--- config.mk ---
export PLATFORM = sky130hd
export DESIGN_NAME = pixel_writer_master
export DESIGN_NICKNAME = d
export VERILOG_FILES = /design/src/rtl/pw_pkg.sv /design/src/rtl/pw_blank_sync.sv /design/src/rtl/pw_raster_scan.sv /design/src/rtl/pw_scene_gen.sv /design/src/rtl/pixel_writer_master.sv
export SDC_FILE = /design/constraint.sdc
export NUM_CORES = 1
export LEC_CHECK = 0
export ABC_AREA = 1
export BUFFER_PORTS_ARGS = -buffer_cell sky130_fd_sc_hd__buf_4
export CAP_MARGIN = 20
export CORE_ASPECT_RATIO = 0.7
export CORE_MARGIN = 2
export CORE_UTILIZATION = 60
export DETAILED_ROUTE_END_ITERATION = 16
export GPL_TIMING_DRIVEN = 0
export PLACE_DENSITY = 0.84
export SYNTH_ARGS = -nofsm -noshare
export SYNTH_HDL_FRONTEND = slang
export SYNTH_SLANG_ARGS = --single-unit
--- constraint.sdc ---
create_clock -name clk -period 5.4 [get_ports clk]
set_input_delay 1.08 -clock clk [delete_from_list [all_inputs] [get_ports clk]]
set_output_delay 1.08 -clock clk [all_outputs]
set_load 0.03 [all_outputs]
--- src/rtl/pw_pkg.sv ---
package pw_pkg;

   // class of a scan position; order gives no priority, the scene module does
   typedef enum logic [1:0] {
      PK_MAP  = 2'd0,
      PK_BLUE = 2'd1,
      PK_LINE = 2'd2,
      PK_SKIP = 2'd3
   } pix_kind_e;

   // index width for a count of n items, never below one bit
   function automatic int bits_for(input int n);
      return (n <= 2) ? 1 : $clog2(n);
   endfunction

endpackage

--- src/rtl/pw_blank_sync.sv ---
module pw_blank_sync #(
   parameter int STAGES = 2
) (
   input  logic clk,
   input  logic rst,
   input  logic blank_n,
   output logic blank_act
);

   generate
      if (STAGES < 2) begin : g_bad_depth
         $error("pw_blank_sync: STAGES must be at least 2");
      end
   endgenerate

   // reset to the inactive level so no write starts out of reset
   logic [STAGES-1:0] chain;

   always_ff @(posedge clk) begin
      if (rst) chain <= '1;
      else     chain <= {chain[STAGES-2:0], blank_n};
   end

   assign blank_act = ~chain[STAGES-1];

endmodule

--- src/rtl/pw_raster_scan.sv ---
module pw_raster_scan #(
   parameter int H_PIX = 640,
   parameter int V_PIX = 480,
   parameter int CW    = 8,
   localparam int XW   = pw_pkg::bits_for(H_PIX),
   localparam int YW   = pw_pkg::bits_for(V_PIX)
) (
   input  logic          clk,
   input  logic          rst,
   input  logic          advance,
   output logic [XW-1:0] x,
   output logic [YW-1:0] y,
   output logic [CW-1:0] offset
);

   localparam logic [XW-1:0] X_LAST = XW'(H_PIX - 1);
   localparam logic [YW-1:0] Y_LAST = YW'(V_PIX - 1);

   logic row_end;
   logic frame_end;

   assign row_end   = (x == X_LAST);
   assign frame_end = row_end && (y == Y_LAST);

   always_ff @(posedge clk) begin
      if (rst) begin
         x      <= '0;
         y      <= '0;
         offset <= '0;
      end else if (advance) begin
         if (row_end) begin
            x <= '0;
            if (frame_end) begin
               y      <= '0;
               offset <= offset + 1'b1;
            end else begin
               y <= y + 1'b1;
            end
         end else begin
            x <= x + 1'b1;
         end
      end
   end


   scan_range_chk: assert property (@(posedge clk) disable iff (rst)
      (x <= X_LAST) && (y <= Y_LAST));

endmodule

--- src/rtl/pw_scene_gen.sv ---
module pw_scene_gen #(
   parameter int H_PIX     = 640,
   parameter int V_PIX     = 480,
   parameter int CW        = 8,
   parameter int BLUE_ROWS = 120,
   parameter int FREE_ROWS = 120,
   parameter int FREE_COLS = 320,
   parameter int MAP_MODE  = 0,
   parameter logic [CW-1:0] BLUE_CODE = CW'(8'h03),
   parameter logic [CW-1:0] LINE_CODE = CW'(8'hFF),
   localparam int XW = pw_pkg::bits_for(H_PIX),
   localparam int YW = pw_pkg::bits_for(V_PIX)
) (
   input  logic [XW-1:0]          x,
   input  logic [YW-1:0]          y,
   input  logic [CW-1:0]          offset,
   output pw_pkg::pix_kind_e      kind,
   output logic [CW-1:0]          colour
);

   localparam int FREE_TOP = V_PIX - FREE_ROWS;

   int xi;
   int yi;
   logic in_blue;
   logic in_free;
   logic on_line;
   logic [CW-1:0] map_colour;

   assign xi      = int'(x);
   assign yi      = int'(y);
   assign in_blue = (yi < BLUE_ROWS);
   assign on_line = (xi == yi);

   generate
      if (FREE_ROWS == 0 || FREE_COLS == 0) begin : g_no_free
         assign in_free = 1'b0;
      end else begin : g_free
         assign in_free = (yi >= FREE_TOP) && (xi < FREE_COLS);
      end

      if (MAP_MODE == 0) begin : g_map_diag
         // gradient along both axes
         assign map_colour = CW'(xi + yi + int'(offset));
      end else if (MAP_MODE == 1) begin : g_map_cols
         // vertical stripes, y plays no part
         logic unused_y;
         assign unused_y   = ^y;
         assign map_colour = CW'(xi + int'(offset));
      end else begin : g_bad_mode
         $error("pw_scene_gen: MAP_MODE must be 0 or 1");
         assign map_colour = '0;
      end
   endgenerate

   // band first, then reserved corner, then line, then map
   always_comb begin
      if (in_blue) begin
         kind   = pw_pkg::PK_BLUE;
         colour = BLUE_CODE;
      end else if (in_free) begin
         kind   = pw_pkg::PK_SKIP;
         colour = '0;
      end else if (on_line) begin
         kind   = pw_pkg::PK_LINE;
         colour = LINE_CODE;
      end else begin
         kind   = pw_pkg::PK_MAP;
         colour = map_colour;
      end
   end

endmodule

--- src/rtl/pixel_writer_master.sv ---
module pixel_writer_master #(
   parameter int H_PIX       = 640,
   parameter int V_PIX       = 480,
   parameter int CW          = 8,
   parameter int BLUE_ROWS   = 120,
   parameter int FREE_ROWS   = 120,
   parameter int FREE_COLS   = 320,
   parameter int MAP_MODE    = 0,
   parameter int SYNC_STAGES = 2,
   parameter logic [CW-1:0] BLUE_CODE = CW'(8'h03),
   parameter logic [CW-1:0] LINE_CODE = CW'(8'hFF),
   localparam int ADDR_W = pw_pkg::bits_for(H_PIX * V_PIX)
) (
   input  logic              clk,
   input  logic              rst,
   input  logic              vid_blank_n,
   input  logic              wr_ack,
   output logic              wr_req,
   output logic [ADDR_W-1:0] wr_addr,
   output logic [CW-1:0]     wr_data
);

   localparam int XW = pw_pkg::bits_for(H_PIX);
   localparam int YW = pw_pkg::bits_for(V_PIX);
   localparam logic [XW-1:0] X_LAST = XW'(H_PIX - 1);
   localparam logic [YW-1:0] Y_LAST = YW'(V_PIX - 1);

   generate
      if (H_PIX < 2 || V_PIX < 2) begin : g_bad_size
         $error("pixel_writer_master: frame must be at least 2x2");
      end
      if (BLUE_ROWS + FREE_ROWS > V_PIX) begin : g_bad_rows
         $error("pixel_writer_master: blue band and free band overlap");
      end
      if (FREE_COLS > H_PIX) begin : g_bad_cols
         $error("pixel_writer_master: free band wider than frame");
      end
      if (CW < 1) begin : g_bad_cw
         $error("pixel_writer_master: CW must be positive");
      end
   endgenerate

   logic              blank_act;
   logic              advance;
   logic [XW-1:0]     x;
   logic [YW-1:0]     y;
   logic [CW-1:0]     offset;
   pw_pkg::pix_kind_e kind;
   logic [CW-1:0]     colour;

   pw_blank_sync #(
      .STAGES (SYNC_STAGES)
   ) u_sync (
      .clk       (clk),
      .rst       (rst),
      .blank_n   (vid_blank_n),
      .blank_act (blank_act)
   );

   pw_raster_scan #(
      .H_PIX (H_PIX),
      .V_PIX (V_PIX),
      .CW    (CW)
   ) u_scan (
      .clk     (clk),
      .rst     (rst),
      .advance (advance),
      .x       (x),
      .y       (y),
      .offset  (offset)
   );

   pw_scene_gen #(
      .H_PIX     (H_PIX),
      .V_PIX     (V_PIX),
      .CW        (CW),
      .BLUE_ROWS (BLUE_ROWS),
      .FREE_ROWS (FREE_ROWS),
      .FREE_COLS (FREE_COLS),
      .MAP_MODE  (MAP_MODE),
      .BLUE_CODE (BLUE_CODE),
      .LINE_CODE (LINE_CODE)
   ) u_scene (
      .x      (x),
      .y      (y),
      .offset (offset),
      .kind   (kind),
      .colour (colour)
   );

   // move on when the pending write is accepted, or straight past a free pixel
   assign advance = wr_req ? wr_ack : (kind == pw_pkg::PK_SKIP);

   always_ff @(posedge clk) begin
      if (rst) begin
         wr_req  <= 1'b0;
         wr_addr <= '0;
         wr_data <= '0;
      end else if (wr_req) begin
         if (wr_ack) wr_req <= 1'b0;
      end else if (kind != pw_pkg::PK_SKIP && blank_act) begin
         wr_req  <= 1'b1;
         wr_addr <= ADDR_W'(int'(y) * H_PIX + int'(x));
         wr_data <= colour;
      end
   end


   start_in_blank_chk: assert property (@(posedge clk) disable iff (rst)
      $rose(wr_req) |-> $past(blank_act));


   hold_until_ack_chk: assert property (@(posedge clk) disable iff (rst)
      (wr_req && !wr_ack) |=> (wr_req && $stable(wr_addr) && $stable(wr_data)));


   drop_after_ack_chk: assert property (@(posedge clk) disable iff (rst)
      (wr_req && wr_ack) |=> !wr_req);


   no_free_write_chk: assert property (@(posedge clk) disable iff (rst)
      $rose(wr_req) |-> ($past(kind) != pw_pkg::PK_SKIP));


   skip_one_cycle_chk: assert property (@(posedge clk) disable iff (rst)
      (!wr_req && kind == pw_pkg::PK_SKIP) |=>
         (!wr_req && !(x == $past(x) && y == $past(y))));


   frame_step_chk: assert property (@(posedge clk) disable iff (rst)
      ($past(x) == X_LAST && $past(y) == Y_LAST && x == '0 && y == '0) |->
         (offset == $past(offset) + 1'b1));

endmodule

Word level (Yosys, flattened, before mapping)
Cells that the tools add are included.

Flip-flop bits (word level): 57. Logic and storage cells: 42.

$add $sub $neg: 6. Multiply operators: 1. Magnitude comparators: 3. Equality and inequality tests: 5. Multiplexer cells: 12. Bitwise logic cells: 2. Reduce and logical (&&, ||, !) cells: 6.

Operator list (count): $mux W8 (3); $add A19 B10 Y19 (1); $add A8 B8 Y8 (2); $mul A9 B3 Y12 const B (1); $add A10 B1 Y10 const B (1); $eq A10 B10 Y1 (1); $eq A10 B10 Y1 const B (1); $lt A10 B9 Y1 const B (1); $mux W10 (1); $add A9 B1 Y9 const B (1); $eq A9 B9 Y1 const B (1); $ge A9 B9 Y1 const B (1); $lt A9 B7 Y1 const B (1); $mux W9 (1); $add A8 B1 Y8 const B (1); $mux W2 (3); $mux W1 (4); $reduce_and A2 Y1 (2); $logic_and A1 B1 Y1 (3); $reduce_and A3 Y1 (1); $eq A2 B2 Y1 const B (1); $ne A2 B2 Y1 const B (1); $not A1 Y1 (2).

Longest topological paths before layout
Depth after elaboration: 8. Mapped depth: 15. Gate-level depth less buffers: 15.

Modules after synthesis
A second synthesis with hierarchy kept.

Cells, all modules: 616. Area, all modules: 4151.5 sq um.

Modules (own cells, without submodules): pixel_writer_master (times used 1, cells an instance 237, area an instance 1740.4 sq um); pw_raster_scan (times used 1, cells an instance 228, area an instance 1505.2 sq um); pw_scene_gen (times used 1, cells an instance 143, area an instance 843.3 sq um); pw_blank_sync (times used 1, cells an instance 8, area an instance 62.6 sq um).

Least setup slack after synthesis
No wires, ideal clock.

Path kind: flip-flop to flip-flop. From: register u_scan.y[3]. To: register wr_addr[16]. Library setup time: 0.109 ns. Arrival time: 2.315 ns. Path slack: 2.977 ns. Cell stages (with the launch flop): 16. Period minus slack after synthesis: 2.423 ns. Cells stage by stage: dfxtp_1 > ha_1 > ha_1 > fa_1 > nand2_1 > inv_1 > nor2_1 > inv_1 > nor2_1 > nand2_1 > nor2_1 > nand2_1 > nand2_1 > nand3_1 > nand2_1 > inv_1.

Word-level cells in the longest chain between the ends: 7. Elaborated cells between the ends (all ways): 12.

Ends and longest elaborated chain: start: declaration (line pw_raster_scan.sv:12) `output logic [YW-1:0] y,`; start signal: assignment (line pw_raster_scan.sv:37) `y <= y + 1'b1;`; branches (longest 7 deep; another with $add A19 B10 Y19); end signal: assignment (line pixel_writer_master.sv:103) `wr_addr <= ADDR_W'(int'(y) * H_PIX + int'(x));`; end: declaration (line pixel_writer_master.sv:19) `output logic [ADDR_W-1:0] wr_addr,`.

Parallel ways; which one is timed is not known. A chain may end at the register's enable or synchronous reset.

Final worst setup path
Same ends and word-level chain as after synthesis.

==> results.json <==
{
  "r2r_cells": 15,
  "areaGrowthSynthToFinish_pct": 13.2,
  "critPathLaunchType": "register",
  "fin_tns_setup_ps": 0,
  "yosys.area_share.adder": 0.142,
  "synth_nets": 568,
  "drtPass1Iterations": 5,
  "synth-simple-area-share": 0.287,
  "clk_pin_slew_ps": 80,
  "seqPwrFrac": 0.502,
  "muxShareOfSynthArea": 0,
  "cp_common_cell": "nand2_1",
  "status": "finished clean",
  "cts_sinks": 57,
  "hold_slack_ps": 424,
  "ys_seq_area_frac": 0.300,
  "fin_crit_ps": 2920,
  "antenna_cells": 0,
  "startpoint": "u_scan.y[3]",
  "cts_tree": "done",
  "powerDensity_nw_per_um2": 200,
  "core-area_um2": 6190,
  "routed_wl_mm": 9.65,
  "leakage_uw": 0.00190,
  "ctsHoldBuffers": 0,
  "p_int_uw": 617,
  "tightest_slew_ps": 591,
  "crit_chain": "ha_1 -> ha_1 -> fa_1 -> nand2_1 -> inv_1 -> nor2_1 -> inv_1 -> nor2_1 -> nand2_1 -> nor2_1 -> nand2_1 -> nand2_1 -> nand3_1 -> nand2_1 -> inv_1",
  "timing.final.crit_share": 0.542,
  "reg2reg_to": "wr_addr[16]",
  "combPwrFrac": 0.071,
  "crit_end": "wr_addr[16]",
  "fp.dieArea_um2": 6990,
  "cts_buffers": 9,
  "grt_pass1_wl_mm": 16.2,
  "yosysWarnings": 0,
  "fillers": 536,
  "grt_pass1_vias": 3399,
  "globalplace.congestion": 0.901,
  "place_inst": 635,
  "worst_clock_skew_ps": 10.5,
  "synthXorXnorAreaFrac": 0.0646,
  "antenna_found_initial": 0,
  "totalPowerFinal_uw": 862,
  "h-tree-depth": 3,
  "post-route-util": 0.695,
  "clkLatencyLatePin_ps": 340,
  "ys_ff_latch": 57,
  "syn_inst": 527,
  "hold_violations": 0,
  "yosys-top-cells-area": "dfxtp_1 30%, nand2_1 11%, ha_1 8.9%",
  "ys.flop_type": "dfxtp_1",
  "cp.required_ps": 5650,
  "drtAntennaViolNets": 0,
  "grtUsageTotal": 0.289,
  "hold_class": "register to register",
  "rows": 24,
  "drtIter0Drc": 286,
  "cp-end-kind": "register",
  "fp.dieW_um": 99.1,
  "worst_path_max_delay_cell": "dfxtp_1",
  "clockBufferDepth": 2,
  "rsz0062_at_grt": "false",
  "dp_hpwl_mm": 7.29,
  "routedWlPerCell_um": 14.8,
  "rrSetupSlack_ps": 2480,
  "ctsResizeCount": 0,
  "ys_types": 34,
  "cts_setup_buffers": 0,
  "ios": 32,
  "numPortBuffers": 30,
  "cts_root_buffer": "clkbuf_8",
  "relSlewSlack": 0.606,
  "crit_arrival_ps": 3170,
  "vias": 3661,
  "fmax_mhz": 342,
  "yosysTopAreaCell": "dfxtp_1",
  "grt_max_degree": 13,
  "power.share.switching": 0.284,
  "syn_area_um2": 3800,
  "synth_top_family_by_area": "simple AND/OR/NAND/NOR gates",
  "crit_type": "register to register",
  "start_util": 0.614,
  "p_clk_frac": 0.427,
  "viasPerCell": 5.62,
  "grt_overflow_total": 0,
  "die_h_um": 70.6,
  "vdd_ir_drop_max_uv": 202,
  "drc": 0,
  "synth_compound_area_frac": 0.129,
  "post_route_cells_drive_above_1_share": 0.126,
  "synth_area_per_cell_um2": 7.21,
  "slew_viol_final": 0,
  "synth_edf_count": 0,
  "setup_viol": 0,
  "synth_top_area_frac": 0.300,
  "drv_cap": 0,
  "r2r_start": "u_scan.y[3]",
  "async_flop_share": 0,
  "crit_fanout": 10,
  "critical_path.max_stage_delay_ps": 610,
  "netSwitchingPower_uw": 245,
  "fin_nets": 609,
  "stdcell_count": 651
}
==> worst min path at each step <==
stage	depth (start not counted)	end	slack [ps]	from
floorplan	1	u_sync.chain[1]	390	u_sync.chain[0]
global placement	1	u_sync.chain[1]	390	u_sync.chain[0]
detailed placement	1	u_sync.chain[1]	410	u_sync.chain[0]
CTS	1	u_sync.chain[1]	430	u_sync.chain[0]
global route	1	u_sync.chain[1]	440	u_sync.chain[0]
finish	1	u_sync.chain[1]	420	u_sync.chain[0]
==> registers in the layout (all words and copies together) (netlist names) <==
name	cells
u_sync.chain	2
wr_data	8
u_scan.x	10
wr_req	1
wr_addr	19
u_scan.offset	8
u_scan.y	9
==> per-layer routing <==
metal	global-route usage	routed length (um)
met2	0.466	4370
met5	0	0
met1	0.406	4460
met4	0.0746	82
met3	0.0534	731
==> cells in the mapped netlist, drive strengths merged (7+ instances only) <==
| cell | count |
|---|---|
| clkbuf | 9 |
| nand2 | 118 |
| xnor2 | 11 |
| buf | 7 |
| dfxtp | 57 |
| a21oi | 55 |
| nor2 | 47 |
| fa | 10 |
| inv | 55 |
| xor2 | 17 |
| nand4 | 13 |
| nor3 | 12 |
| ha | 27 |
| nand3 | 40 |
| o21ai | 27 |
==> power by group through the flow <==
stage                     logic [uW]  registers [uW]  clock network, uW
after detailed placement        60.2             443                  0
after floorplan                 25.6             455                  0
after CTS                       60.4             433                368
after global routing            65.4             434                384
after global placement          59.2             442                  0
final                           61.1             433                368
==> cells by family after synthesis <==
group                      Yosys count
buffers and inverters               71
and+or+nand+nor                    241
xor gates and xnor gates            28
adders and majority gates           37
AOI/OAI and AO/OA                   93
DFF                                 57
==> layout by cell type (no fill, tap or decap), drive strengths merged, types with 3 or more instances in the layout <==
| master | Yosys | routed |
|---|---|---|
| ha | 27 | 27 |
| clkinv | 0 | 3 |
| a21oi | 55 | 55 |
| nor2 | 47 | 47 |
| clkbuf | 9 | 18 |
| nor3 | 12 | 12 |
| or2 | 6 | 6 |
| nand3 | 40 | 40 |
| fa | 10 | 10 |
| dfxtp | 57 | 57 |
| nand2 | 118 | 118 |
| buf | 7 | 37 |
| xor2 | 17 | 17 |
| o21a | 3 | 3 |
| nand4 | 13 | 13 |
| o21ai | 27 | 27 |
| xnor2 | 11 | 11 |
| nand3b | 3 | 3 |
| o211ai | 4 | 4 |
| inv | 55 | 57 |
==> final cells by class <==
cell class	count	area, um^2	area share
Multi-Input combinational cell	399	2360	0.550
Sequential cell	57	1140	0.265
Timing Repair Buffer	30	225	0.0524
Inverter	55	211	0.0492
Clock buffer	9	124	0.0288
Tap cell	78	97.6	0.0227
Buffer	16	81.3	0.0189
Clock inverter	7	55.1	0.0128
==> metrics by stage <==
stage                     setup WS, ps  cell area, um^2
final                             2480             4300
after CTS                         2510             4300
after global placement            2640             4120
after detailed placement          2540             4120
after global routing              2290             4300
after floorplan                   2980             3800
==> worst max-delay path, delay by kind of cell (launching register included) <==
family | cells | cell delay [ps]
adder cells (fa/ha/maj) | 3 | 1010
buffers and inverters | 3 | 140
flip-flops | 1 | 610
AND/OR/NAND/NOR | 9 | 1090
Note: power is estimated with default switching activity, not from simulation.
